==> src/rtl/cfg_io_pkg.sv <==
package cfg_io_pkg;
  typedef enum logic [1:0] {
    SRC_DOUT  = 2'd0,
    SRC_ADDR  = 2'd1,
    SRC_MCELL = 2'd2,
    SRC_CS    = 2'd3
  } out_src_e;

  typedef enum logic [1:0] {
    IMC_DIRECT  = 2'd0,
    IMC_LATCH   = 2'd1,
    IMC_REG     = 2'd2,
    IMC_DIRECT2 = 2'd3
  } imc_mode_e;

  localparam logic [2:0] OFS_PIN     = 3'd0;
  localparam logic [2:0] OFS_DOUT    = 3'd1;
  localparam logic [2:0] OFS_DIR     = 3'd2;
  localparam logic [2:0] OFS_SEL_LO  = 3'd3;
  localparam logic [2:0] OFS_SEL_HI  = 3'd4;
  localparam logic [2:0] OFS_MODE_LO = 3'd5;
  localparam logic [2:0] OFS_MODE_HI = 3'd6;
  localparam logic [2:0] OFS_IMC     = 3'd7;

  localparam int PINS_PER_BYTE = 4;
endpackage

==> src/rtl/iop_regs.sv <==
module iop_regs
  import cfg_io_pkg::*;
#(
  parameter int WIDTH = 8
) (
  input  logic               clk,
  input  logic               rst_n,
  input  logic               wr_en,
  input  logic [2:0]         addr,
  input  logic [7:0]         wr_data,
  input  logic [WIDTH-1:0]   pin_in,
  input  logic [WIDTH-1:0]   imc_bus,
  output logic [7:0]         rd_data,
  output logic [WIDTH-1:0]   dout,
  output logic [WIDTH-1:0]   dir,
  output logic [2*WIDTH-1:0] sel_flat,
  output logic [2*WIDTH-1:0] mode_flat
);
  localparam int FW = 2 * WIDTH;

  always_ff @(posedge clk) begin
    if (!rst_n) begin
      dout <= '0;
      dir  <= '0;
    end else if (wr_en) begin
      if (addr == OFS_DOUT) dout <= wr_data[WIDTH-1:0];
      if (addr == OFS_DIR)  dir  <= wr_data[WIDTH-1:0];
    end
  end

  for (genvar p = 0; p < WIDTH; p++) begin : g_pin
    localparam logic [2:0] SEL_OFS  = OFS_SEL_LO  + 3'(p / PINS_PER_BYTE);
    localparam logic [2:0] MODE_OFS = OFS_MODE_LO + 3'(p / PINS_PER_BYTE);
    localparam int         SH       = 2 * (p % PINS_PER_BYTE);
    logic [1:0] sel_q;
    logic [1:0] mode_q;

    always_ff @(posedge clk) begin
      if (!rst_n) begin
        sel_q  <= SRC_DOUT;
        mode_q <= IMC_DIRECT;
      end else if (wr_en) begin
        if (addr == SEL_OFS)  sel_q  <= wr_data[SH +: 2];
        if (addr == MODE_OFS) mode_q <= wr_data[SH +: 2];
      end
    end

    assign sel_flat[2*p +: 2]  = sel_q;
    assign mode_flat[2*p +: 2] = mode_q;
  end

  logic [15:0] sel_pad, mode_pad;
  logic [7:0]  pin_pad, imc_pad, dout_pad, dir_pad;

  always_comb begin
    sel_pad  = '0;
    mode_pad = '0;
    pin_pad  = '0;
    imc_pad  = '0;
    dout_pad = '0;
    dir_pad  = '0;
    sel_pad[FW-1:0]    = sel_flat;
    mode_pad[FW-1:0]   = mode_flat;
    pin_pad[WIDTH-1:0] = pin_in;
    imc_pad[WIDTH-1:0] = imc_bus;
    dout_pad[WIDTH-1:0] = dout;
    dir_pad[WIDTH-1:0]  = dir;
  end

  always_comb begin
    unique case (addr)
      OFS_PIN:     rd_data = pin_pad;
      OFS_DOUT:    rd_data = dout_pad;
      OFS_DIR:     rd_data = dir_pad;
      OFS_SEL_LO:  rd_data = sel_pad[7:0];
      OFS_SEL_HI:  rd_data = sel_pad[15:8];
      OFS_MODE_LO: rd_data = mode_pad[7:0];
      OFS_MODE_HI: rd_data = mode_pad[15:8];
      default:     rd_data = imc_pad;
    endcase
  end

  // a data-out write lands on the next edge
  p_dout_write_r2: assert property (@(posedge clk) disable iff (!rst_n)
    (wr_en && addr == OFS_DOUT) |=> dout == $past(wr_data[WIDTH-1:0]));

  // registers hold without a write
  p_hold_r2: assert property (@(posedge clk) disable iff (!rst_n)
    !wr_en |=> ($stable(dout) && $stable(dir) && $stable(sel_flat) && $stable(mode_flat)));
endmodule

==> src/rtl/iop_out_cell.sv <==
module iop_out_cell
  import cfg_io_pkg::*;
(
  input  logic       clk,
  input  logic       rst_n,
  input  logic [1:0] sel,
  input  logic       dout_bit,
  input  logic       addr_bit,
  input  logic       mcell_bit,
  input  logic       cs_bit,
  input  logic       dir_bit,
  input  logic       term,
  input  logic       term_def,
  output logic       out_bit,
  output logic       oe_bit
);
  out_src_e src;
  assign src = out_src_e'(sel);

  always_comb begin
    unique case (src)
      SRC_DOUT:  out_bit = dout_bit;
      SRC_ADDR:  out_bit = addr_bit;
      SRC_MCELL: out_bit = mcell_bit;
      default:   out_bit = cs_bit;
    endcase
  end

  logic term_eff;
  assign term_eff = term & term_def;
  assign oe_bit   = dir_bit | term_eff;

  // an undefined enable term leaves the direction bit in sole control
  p_undef_term_r5: assert property (@(posedge clk) disable iff (!rst_n)
    !term_def |-> (oe_bit == dir_bit));

  // a set direction bit always enables the driver
  p_dir_enables_r4: assert property (@(posedge clk) disable iff (!rst_n)
    dir_bit |-> oe_bit);
endmodule

==> src/rtl/iop_in_cell.sv <==
module iop_in_cell
  import cfg_io_pkg::*;
(
  input  logic       clk,
  input  logic       rst_n,
  input  logic [1:0] mode,
  input  logic       strobe,
  input  logic       rise,
  input  logic       pin,
  output logic       cell_out
);
  imc_mode_e m;
  assign m = imc_mode_e'(mode);

  logic store_q;

  always_ff @(posedge clk) begin
    if (!rst_n) begin
      store_q <= 1'b0;
    end else begin
      unique case (m)
        IMC_LATCH: if (strobe) store_q <= pin;
        IMC_REG:   if (rise)   store_q <= pin;
        default:   store_q <= store_q;
      endcase
    end
  end

  always_comb begin
    unique case (m)
      IMC_LATCH: cell_out = strobe ? pin : store_q;
      IMC_REG:   cell_out = store_q;
      default:   cell_out = pin;
    endcase
  end

  // direct modes pass the pin straight through
  p_direct_r7: assert property (@(posedge clk) disable iff (!rst_n)
    (m == IMC_DIRECT || m == IMC_DIRECT2) |-> cell_out == pin);

  // register mode loads the pin on a strobe rise
  p_reg_capture_r9: assert property (@(posedge clk) disable iff (!rst_n)
    (m == IMC_REG && rise) |=> (m != IMC_REG || cell_out == $past(pin)));

  // register mode holds without a rise
  p_reg_hold_r9: assert property (@(posedge clk) disable iff (!rst_n)
    (m == IMC_REG && !rise) |=> (m != IMC_REG || $stable(cell_out)));
endmodule

==> src/rtl/cfg_io_port.sv <==
module cfg_io_port
  import cfg_io_pkg::*;
#(
  parameter int WIDTH = 8
) (
  input  logic             clk,
  input  logic             rst_n,
  input  logic             wr_en,
  input  logic [2:0]       addr,
  input  logic [7:0]       wr_data,
  output logic [7:0]       rd_data,
  input  logic [WIDTH-1:0] latched_addr,
  input  logic [WIDTH-1:0] mcell_out,
  input  logic [WIDTH-1:0] ext_cs,
  input  logic [WIDTH-1:0] oe_term,
  input  logic [WIDTH-1:0] term_defined,
  input  logic [WIDTH-1:0] pin_in,
  input  logic             addr_strobe,
  input  logic             pterm_clk,
  input  logic             imc_clk_sel,
  output logic [WIDTH-1:0] pin_out,
  output logic [WIDTH-1:0] pin_oe,
  output logic [WIDTH-1:0] imc_bus
);
  localparam int FW = 2 * WIDTH;

  initial begin
    if (WIDTH < 1 || WIDTH > 8) $display("cfg_io_port: WIDTH must be 1..8");
  end

  logic [WIDTH-1:0] dout, dir;
  logic [FW-1:0]    sel_flat, mode_flat;

  iop_regs #(.WIDTH(WIDTH)) u_regs (
    .clk       (clk),
    .rst_n     (rst_n),
    .wr_en     (wr_en),
    .addr      (addr),
    .wr_data   (wr_data),
    .pin_in    (pin_in),
    .imc_bus   (imc_bus),
    .rd_data   (rd_data),
    .dout      (dout),
    .dir       (dir),
    .sel_flat  (sel_flat),
    .mode_flat (mode_flat)
  );

  logic strobe, strobe_q, rise;
  assign strobe = imc_clk_sel ? pterm_clk : addr_strobe;

  always_ff @(posedge clk) begin
    if (!rst_n) strobe_q <= 1'b0;
    else        strobe_q <= strobe;
  end
  assign rise = strobe & ~strobe_q;

  for (genvar p = 0; p < WIDTH; p++) begin : g_pin
    iop_out_cell u_out (
      .clk       (clk),
      .rst_n     (rst_n),
      .sel       (sel_flat[2*p +: 2]),
      .dout_bit  (dout[p]),
      .addr_bit  (latched_addr[p]),
      .mcell_bit (mcell_out[p]),
      .cs_bit    (ext_cs[p]),
      .dir_bit   (dir[p]),
      .term      (oe_term[p]),
      .term_def  (term_defined[p]),
      .out_bit   (pin_out[p]),
      .oe_bit    (pin_oe[p])
    );

    iop_in_cell u_in (
      .clk      (clk),
      .rst_n    (rst_n),
      .mode     (mode_flat[2*p +: 2]),
      .strobe   (strobe),
      .rise     (rise),
      .pin      (pin_in[p]),
      .cell_out (imc_bus[p])
    );
  end

  // a strobe rise is seen only on the selected source
  p_rise_source_r10: assert property (@(posedge clk) disable iff (!rst_n)
    rise |-> (imc_clk_sel ? pterm_clk : addr_strobe));
endmodule

==> config.mk <==
export PLATFORM = sky130hd
export DESIGN_NAME = cfg_io_port
export DESIGN_NICKNAME = d
export VERILOG_FILES = /design/src/rtl/cfg_io_pkg.sv /design/src/rtl/iop_regs.sv /design/src/rtl/iop_out_cell.sv /design/src/rtl/iop_in_cell.sv /design/src/rtl/cfg_io_port.sv
export SDC_FILE = /design/constraint.sdc
export NUM_CORES = 1
export LEC_CHECK = 0
export BUFFER_PORTS_ARGS = -buffer_cell sky130_fd_sc_hd__buf_4
export CORE_ASPECT_RATIO = 1.1
export CORE_MARGIN = 4
export CORE_UTILIZATION = 40
export CTS_CLUSTER_SIZE = 10
export DETAILED_ROUTE_END_ITERATION = 7
export MAX_ROUTING_LAYER = met4
export PLACE_DENSITY = 0.61
export SLEW_MARGIN = 20
export SYNTH_ARGS = -nofsm -noshare
export SYNTH_HDL_FRONTEND = slang
export SYNTH_SLANG_ARGS = --single-unit
==> constraint.sdc <==
create_clock -name clk -period 2.25 [get_ports clk]
set_input_delay 0 -clock clk [delete_from_list [all_inputs] [get_ports clk]]
set_output_delay 0 -clock clk [all_outputs]
set_load 0.02 [all_outputs]
==> results of run 1 <==
-- flip-flops by register name (all words and copies together), names as in the netlist --
register             flops
u_regs.g_pin.sel_q      16
strobe_q                 1
u_regs.g_pin.mode_q     16
u_regs.dir               8
u_regs.dout              8
g_pin.u_in.store_q       8
-- cell usage after synthesis --
cell type,count,share of area (%)
nand2_1,97,9.6
a22o_1,1,0.23
a2bb2oi_1,7,1.6
buf_2,6,0.79
a21boi_0,38,7.5
nand2b_1,8,1.3
mux2_2,1,0.30
buf_1,2,0.20
nand3_1,3,0.40
o221a_2,1,0.30
mux4_2,9,5.3
a21o_1,8,1.6
mux2i_2,1,0.36
nor3_2,1,0.26
o21ai_0,9,1.2
a21boi_1,2,0.40
or2_2,1,0.16
o2bb2ai_1,6,1.4
and2_1,2,0.33
o32ai_2,8,3.4
ha_1,16,5.3
mux2i_1,29,7.6
or3_1,1,0.16
nor2_1,17,1.7
clkbuf_1,10,0.99
nor2b_1,20,3.3
o22a_1,7,1.6
a211oi_1,8,1.6
dfxtp_1,57,30
and3_1,1,0.16
a21oi_1,17,2.2
buf_4,25,4.9
inv_1,32,3.2
buf_6,1,0.30
nor2_4,1,0.30
-- what timing repair did --
item / in CTS / in global routing
gates resized for setup: 0 / 0
hold buffers: 16 / 0
hold endpoints to repair: 50 / 0
-- stage by stage --
stage	hold WS (ns)	util, %	setup slack (ns)	total power (uW)
2_1_floorplan	0.135	-	0.995	1360
3_3_place_gp	0.293	47.3	0.786	1540
3_5_place_dp	0.295	47.3	0.778	1550
4_1_cts	0.156	50.7	0.401	2370
5_1_grt	0.165	50.7	0.320	2470
6_report	0.165	50.7	0.372	2360
-- worst max-delay path by stage --
| stage | to | slack [ns] | cells past startpoint |
|---|---|---|---|
| final | rd_data[6] | 0.37 | 5 |
| after floorplan | rd_data[5] | 0.99 | 5 |
| after global placement | rd_data[6] | 0.79 | 5 |
| after detailed placement | rd_data[5] | 0.78 | 6 |
| after CTS | rd_data[5] | 0.40 | 6 |
| after global routing | rd_data[5] | 0.32 | 6 |
-- per-layer routing --
metal / vias up / global-route usage [%]
met2: 101 / 33.4
met5: - / -
li1: 1690 / -
met4: 0 / 7.88
met3: 21 / 2.45
met1: 1630 / 26.6
-- report_power, final --
group	leakage (uW)	switching [uW]	internal (uW)
registers	0.000461	23.9	1030
clock network	0.0000887	403	415
logic	0.00132	248	244
-- kinds of logic (layout without fill, tap and decap cells) --
logic type | Yosys count | after routing | synth area share (%)
simple gates | 152 | 152 | 17.6
compound gates | 112 | 112 | 23.0
buf+inv | 76 | 160 | 10.4
flops | 57 | 57 | 30.0
mux | 40 | 40 | 13.6
fa+ha+maj | 16 | 16 | 5.27
-- final cells by class --
cell class              count  area share, %
well taps                 117           3.10
clock inverters             4          0.424
multi-input cells         320           48.0
inverters                  32           2.54
clock buffers              11           2.99
repair buffers            113           18.8
flip-flops and latches     57           24.2
==> reports/qor.csv, run 1 <==
stage,metric,value,unit
outcome,status,"complete, no violations",
critical_path,FF-to-FF Start,u_regs.g_pin[0].mode_q[0],
critical_path,Critical Path RT,2.25,ns
critical_path,sequence of cells on the critical path,inv_1 -> ha_1 -> o32ai_2 -> o22a_1 -> buf_4,
timing,Max Freq,532,MHz
logic_synthesis,Synth warnings,0,
grt,initial antenna violation count,0,
clock_tree,Root Buffer,clkbuf_8,
worst_hold_path,Worst Hold End,u_regs.dir[6],
routing,wl on met1,4.85,mm
routing,top routing layer used,met4,
routing,met3 WL post-DR,482,um
clock_tree,CTS tree,done,
critical_path,Critical Path Source Type,register,
logic_synthesis,syn_nets,534,
critical_path,CP max stage cell,o32ai_2,
layout,sequential standard cell area,1140,um2
place,PortBufs,96,
grt,vias in the first global route,3338,
worst_hold_path,HP Class,in -> reg,
die,Die ar.,11100,um2
die,Core Box Area,9310,um2
logic_synthesis,Seq cells post-synth,57,
grt,largest net degree at the start of global routing,58,
worst_hold_path,Min-Delay Startpoint,rst_n,
layout,post-layout instance area,4720,um2
routing,vias per inst,5.26,
clock_tree,Clock Tree Buf Depth,2,
grt,total gr overflow,0,
logic_synthesis,cells after synthesis,453,
critical_path,CP Max Fanout,4,
clock_tree,worst skew pair latency,0.34,ns
routing,starting DRC count in detailed routing,203,
die,Cell Rows,37,
critical_path,R2R depth,6,
die,die width,101,um
grt,global-route wire length before repair,17.2,mm
critical_path,"delay-heaviest family, CP",compound AO/OA/AOI/OAI gates,
routing,Detailed Routing Iterations Pass 1,4,
layout,fill count,900,
worst_hold_path,Hold Crit Depth,2,
power_and_ir_drop,peak supply drop,0.257,mV
timing,Final Critical Period,1.88,ns
timing,crit share post-route,83.5,%
timing,worst-margin pin slew,0.587,ns
place,dpl cells,623,
critical_path,worst path buffer plus inverter count,2,
layout,Inserted Diodes,0,
die,Starting Density,40.8,%
timing,Setup Viol. Count Final,0,
timing,Setup TNS,0,ns
power_and_ir_drop,Static Leakage,0.00187,uW
clock_tree,post-CTS setup buffer count,0,
timing,Hold Fails Final Rpt,0,
die,I/O pins,97,
critical_path,crit path capture type,primary output,
critical_path,"Arr. time, crit path",1.88,ns
critical_path,origin of the worst setup path,u_regs.g_pin[6].mode_q[0],
die,Die Ht,110,um
routing,drt drc,0,
critical_path,largest stage delay on the critical path,0.39,ns
layout,Multi-input gate area,2260,um2
job,# Max-Cap Violations,0,
routing,Routed Wire Length,10.9,mm
clock_tree,depth of the CTS H-tree,3,
routing,Routed Antenna Nets,0,
grt,Tot GR Track Use,20.7,%
logic_synthesis,Synth Cell Area,3800,um2
timing,slew margin rel.,60.6,%
critical_path,R2R Setup Slk,0.91,ns
logic_synthesis,Avg Inst Size Synth,8.39,um2
clock_tree,Num CTS Buffers,9,
layout,most frequent cells in the layout,"97 x nand2_1, 97 x buf_4, 57 x dfxtp_1",
critical_path,critical path type,reg -> out,
layout,P&R area growth vs syn,24.3,%
place,DP Wirelength,8.18,mm
routing,Vias,3442,
clock_tree,clock-pin slew on the worst setup and hold paths,0.06,ns
logic_synthesis,"Seq/Total Area, Yosys",30.0,%
layout,nets,614,
power_and_ir_drop,PwrDens,501,nW/um2
place,placed instance area,4400,um2
timing,skew final,0.00976,ns
timing,Pins Over Slew Limit,0,
layout,share of layout cells above drive strength 1,25.0,%
critical_path,RR Endpoint,g_pin[0].u_in.store_q,
clock_tree,clock sinks,57,
layout,final std cells w/o fill,654,
place,routability cong.,0.853,
routing,DR WL met2,5.29,mm
timing,unrepaired setup endpoints after global routing,false,
routing,DR WL/cell,16.6,um
logic_synthesis,Cell variety after synth,35,
(Power assumes the default switching activity.)
==> run 2, diff against run 1 <==
--- a/config.mk
+++ b/config.mk
@@ -12,7 +12,7 @@
 export CTS_CLUSTER_SIZE = 10
 export DETAILED_ROUTE_END_ITERATION = 7
 export MAX_ROUTING_LAYER = met4
-export PLACE_DENSITY = 0.61
+export PLACE_DENSITY = 0.63
 export SLEW_MARGIN = 20
 export SYNTH_ARGS = -nofsm -noshare
 export SYNTH_HDL_FRONTEND = slang
==> constraint.sdc (replaced) <==
create_clock -name clk -period 1.7 [get_ports clk]
set_input_delay 0 -clock clk [delete_from_list [all_inputs] [get_ports clk]]
set_output_delay 0 -clock clk [all_outputs]
set_load 0.02 [all_outputs]
==> run 2 against run 1 <==
Effect of this change: clock-buffer cell count is 2 higher; via count is 1.8% higher; cell count is 1.5% higher; utilization is 3.8 points higher; final area is 7.6% higher; worst setup slack worse by 0.35 ns; sequential share of layout area is 1.0 points lower; sequential cell count stayed put.
==> reports/qor.csv, run 2 (synthesized netlist as in run 1, its figures left out) <==
stage,metric,value,unit,change
clock_tree,CTS tree,done,,
worst_hold_path,HP Class,in -> reg,,
layout,most frequent cells in the layout,"106 x buf_4, 97 x nand2_1, 41 x dfxtp_1",,
critical_path,R2R Setup Slk,0.39,ns,-0.52 ns
critical_path,Critical Path RT,1.70,ns,-0.55 ns
power_and_ir_drop,PwrDens,640,nW/um2,+28%
critical_path,critical path type,reg -> out,,
die,Starting Density,40.8,%,unchanged
worst_hold_path,Hold Crit Depth,2,,unchanged
critical_path,crit path capture type,primary output,,
clock_tree,clock sinks,57,,unchanged
grt,global-route wire length before repair,17.9,mm,+4.1%
grt,Tot GR Track Use,21.5,%,+0.79 points
clock_tree,depth of the CTS H-tree,3,,unchanged
critical_path,RR Endpoint,g_pin[2].u_in.store_q,,
layout,Inserted Diodes,0,,unchanged
job,# Max-Cap Violations,0,,unchanged
worst_hold_path,Min-Delay Startpoint,rst_n,,
layout,nets,623,,+1.5%
grt,total gr overflow,0,,unchanged
timing,slew margin rel.,63.2,%,+2.6 points
routing,vias per inst,5.28,,+0.24%
clock_tree,Root Buffer,clkbuf_8,,
outcome,status,"complete, no violations",,
critical_path,sequence of cells on the critical path,inv_1 -> ha_4 -> a21oi_2 -> o32ai_4 -> o22a_1 -> buf_4,,
grt,initial antenna violation count,0,,unchanged
timing,skew final,0.00529,ns,-0.00447 ns
place,PortBufs,96,,unchanged
timing,Final Critical Period,1.67,ns,
critical_path,"Arr. time, crit path",1.67,ns,-0.21 ns
timing,Hold Fails Final Rpt,0,,unchanged
routing,Vias,3503,,+1.8%
routing,DR WL/cell,17.3,um,+4.1%
critical_path,FF-to-FF Start,u_regs.g_pin[2].mode_q[1],,
critical_path,CP Max Fanout,4,,unchanged
grt,largest net degree at the start of global routing,58,,unchanged
die,I/O pins,97,,unchanged
clock_tree,worst skew pair latency,0.34,ns,about the same
clock_tree,clock-pin slew on the worst setup and hold paths,0.07,ns,about the same
layout,P&R area growth vs syn,33.7,%,
routing,Routed Wire Length,11.5,mm,+5.7%
place,dpl cells,628,,+0.80%
critical_path,CP max stage cell,dfxtp_2,,
power_and_ir_drop,Static Leakage,0.00195,uW,+3.9%
layout,share of layout cells above drive strength 1,34.7,%,+9.8 points
layout,fill count,855,,-5.0%
layout,Multi-input gate area,2510,um2,+11%
timing,worst-margin pin slew,0.549,ns,-0.0380 ns
routing,drt drc,0,,unchanged
timing,crit share post-route,98.5,%,
die,Cell Rows,37,,unchanged
timing,Max Freq,597,MHz,
layout,biggest regs,"u_regs.g_pin.mode_q: 16 flops, u_regs.g_pin.sel_q: 16 flops",,
die,Die ar.,11100,um2,unchanged
worst_hold_path,Worst Hold End,u_regs.g_pin[5].mode_q[0],,
clock_tree,Num CTS Buffers,9,,unchanged
power_and_ir_drop,peak supply drop,0.386,mV,+50%
timing,Setup TNS,0,ns,unchanged
die,Core Box Area,9310,um2,unchanged
layout,"commonest non-fill, non-tap cell in the layout",buf_4,,
die,Die Ht,110,um,unchanged
timing,unrepaired setup endpoints after global routing,true,,
place,routability cong.,0.830,,-2.7%
place,DP Wirelength,8.33,mm,+2.0%
die,die width,101,um,unchanged
critical_path,R2R depth,6,,unchanged
critical_path,Critical Path Source Type,register,,
layout,sequential standard cell area,1180,um2,+3.1%
routing,Routed Antenna Nets,0,,unchanged
routing,Detailed Routing Iterations Pass 1,5,,+1
timing,Pins Over Slew Limit,0,,unchanged
routing,starting DRC count in detailed routing,186,,-8.4%
grt,vias in the first global route,3471,,+4.0%
critical_path,largest stage delay on the critical path,0.36,ns,-0.03 ns
timing,Final WS setup,0.0255,ns,-0.346 ns
place,dpl ws,0.270,ns,-0.508 ns
layout,final std cells w/o fill,664,,+1.5%
clock_tree,Clock Tree Buf Depth,2,,unchanged
timing,Setup Viol. Count Final,0,,unchanged
-- run 2: changes by cell type in the layout (fill, tap and decap cells not counted), moves of 4 or more --
cell,change
dfxtp_2,+10
a21oi_2,+13
buf_4,+9
o32ai_4,+4
o32ai_2,-4
a21oi_1,-15
dfxtp_4,+6
ha_4,+9
ha_1,-14
ha_2,+5
dfxtp_1,-16
-- run 2: how the worst max path moves through the flow --
stage                                   start          to  slack, ns
floorplan           u_regs.g_pin[5].mode_q[0]  rd_data[5]       0.44
global placement    u_regs.g_pin[5].mode_q[0]  rd_data[5]       0.31
detailed placement  u_regs.g_pin[5].mode_q[0]  rd_data[5]       0.27
CTS                 u_regs.g_pin[6].mode_q[0]  rd_data[6]      0.003
global route        u_regs.g_pin[2].mode_q[0]  rd_data[2]      -0.02
finish              u_regs.g_pin[2].mode_q[0]  rd_data[2]       0.03
-- run 2: where the power goes --
part	leakage (uW)	switching [uW]	internal [uW]
clock network	0.0000932	548	602
registers	0.000471	35.2	1360
logic	0.00138	352	355
-- run 2: area by class of cell --
cell class / count / share of cell area [%]
repair buffers: 122 / 18.8
clock inverters: 3 / 0.296
well taps: 117 / 2.88
clock buffers: 13 / 3.13
multi-input cells: 320 / 49.3
flip-flops and latches: 57 / 23.2
inverters: 32 / 2.37
-- run 2: metrics by stage --
step | util, % | area [um2] | hold slack, ns | power, uW
floorplan | - | 3800 | 0.135 | 1810
global placement | 47.7 | 4440 | 0.282 | 2050
detailed placement | 47.7 | 4440 | 0.292 | 2050
CTS | 52.9 | 4920 | 0.153 | 3250
global route | 54.6 | 5080 | 0.175 | 3390
finish | 54.6 | 5080 | 0.167 | 3250
-- run 2: worst max-delay path: cells and delay by family (launching register included) --
family | cells | cell delay, ns
AO/OA/AOI/OAI | 3 | 0.47
adder cells (fa/ha/maj) | 1 | 0.26
buffers and inverters | 2 | 0.24
flip-flops | 1 | 0.36
-- run 2: layer usage --
layer  up-vias  track usage, %  routed length [um]
met4         0            6.08                 222
met1      1650            26.8                4870
li1       1718               -                   -
met2       118            36.2                5770
met5         -               -                   0
met3        17            3.34                 629
-- run 2: timing repair --
action | in CTS | in global routing
pin swaps | 6 | 9
endpoints found under the hold margin | 53 | 0
hold buffers | 16 | 0
buffers inserted | 4 | 0
setup endpoints to repair | 8 | 11
gates resized for setup | 27 | 33
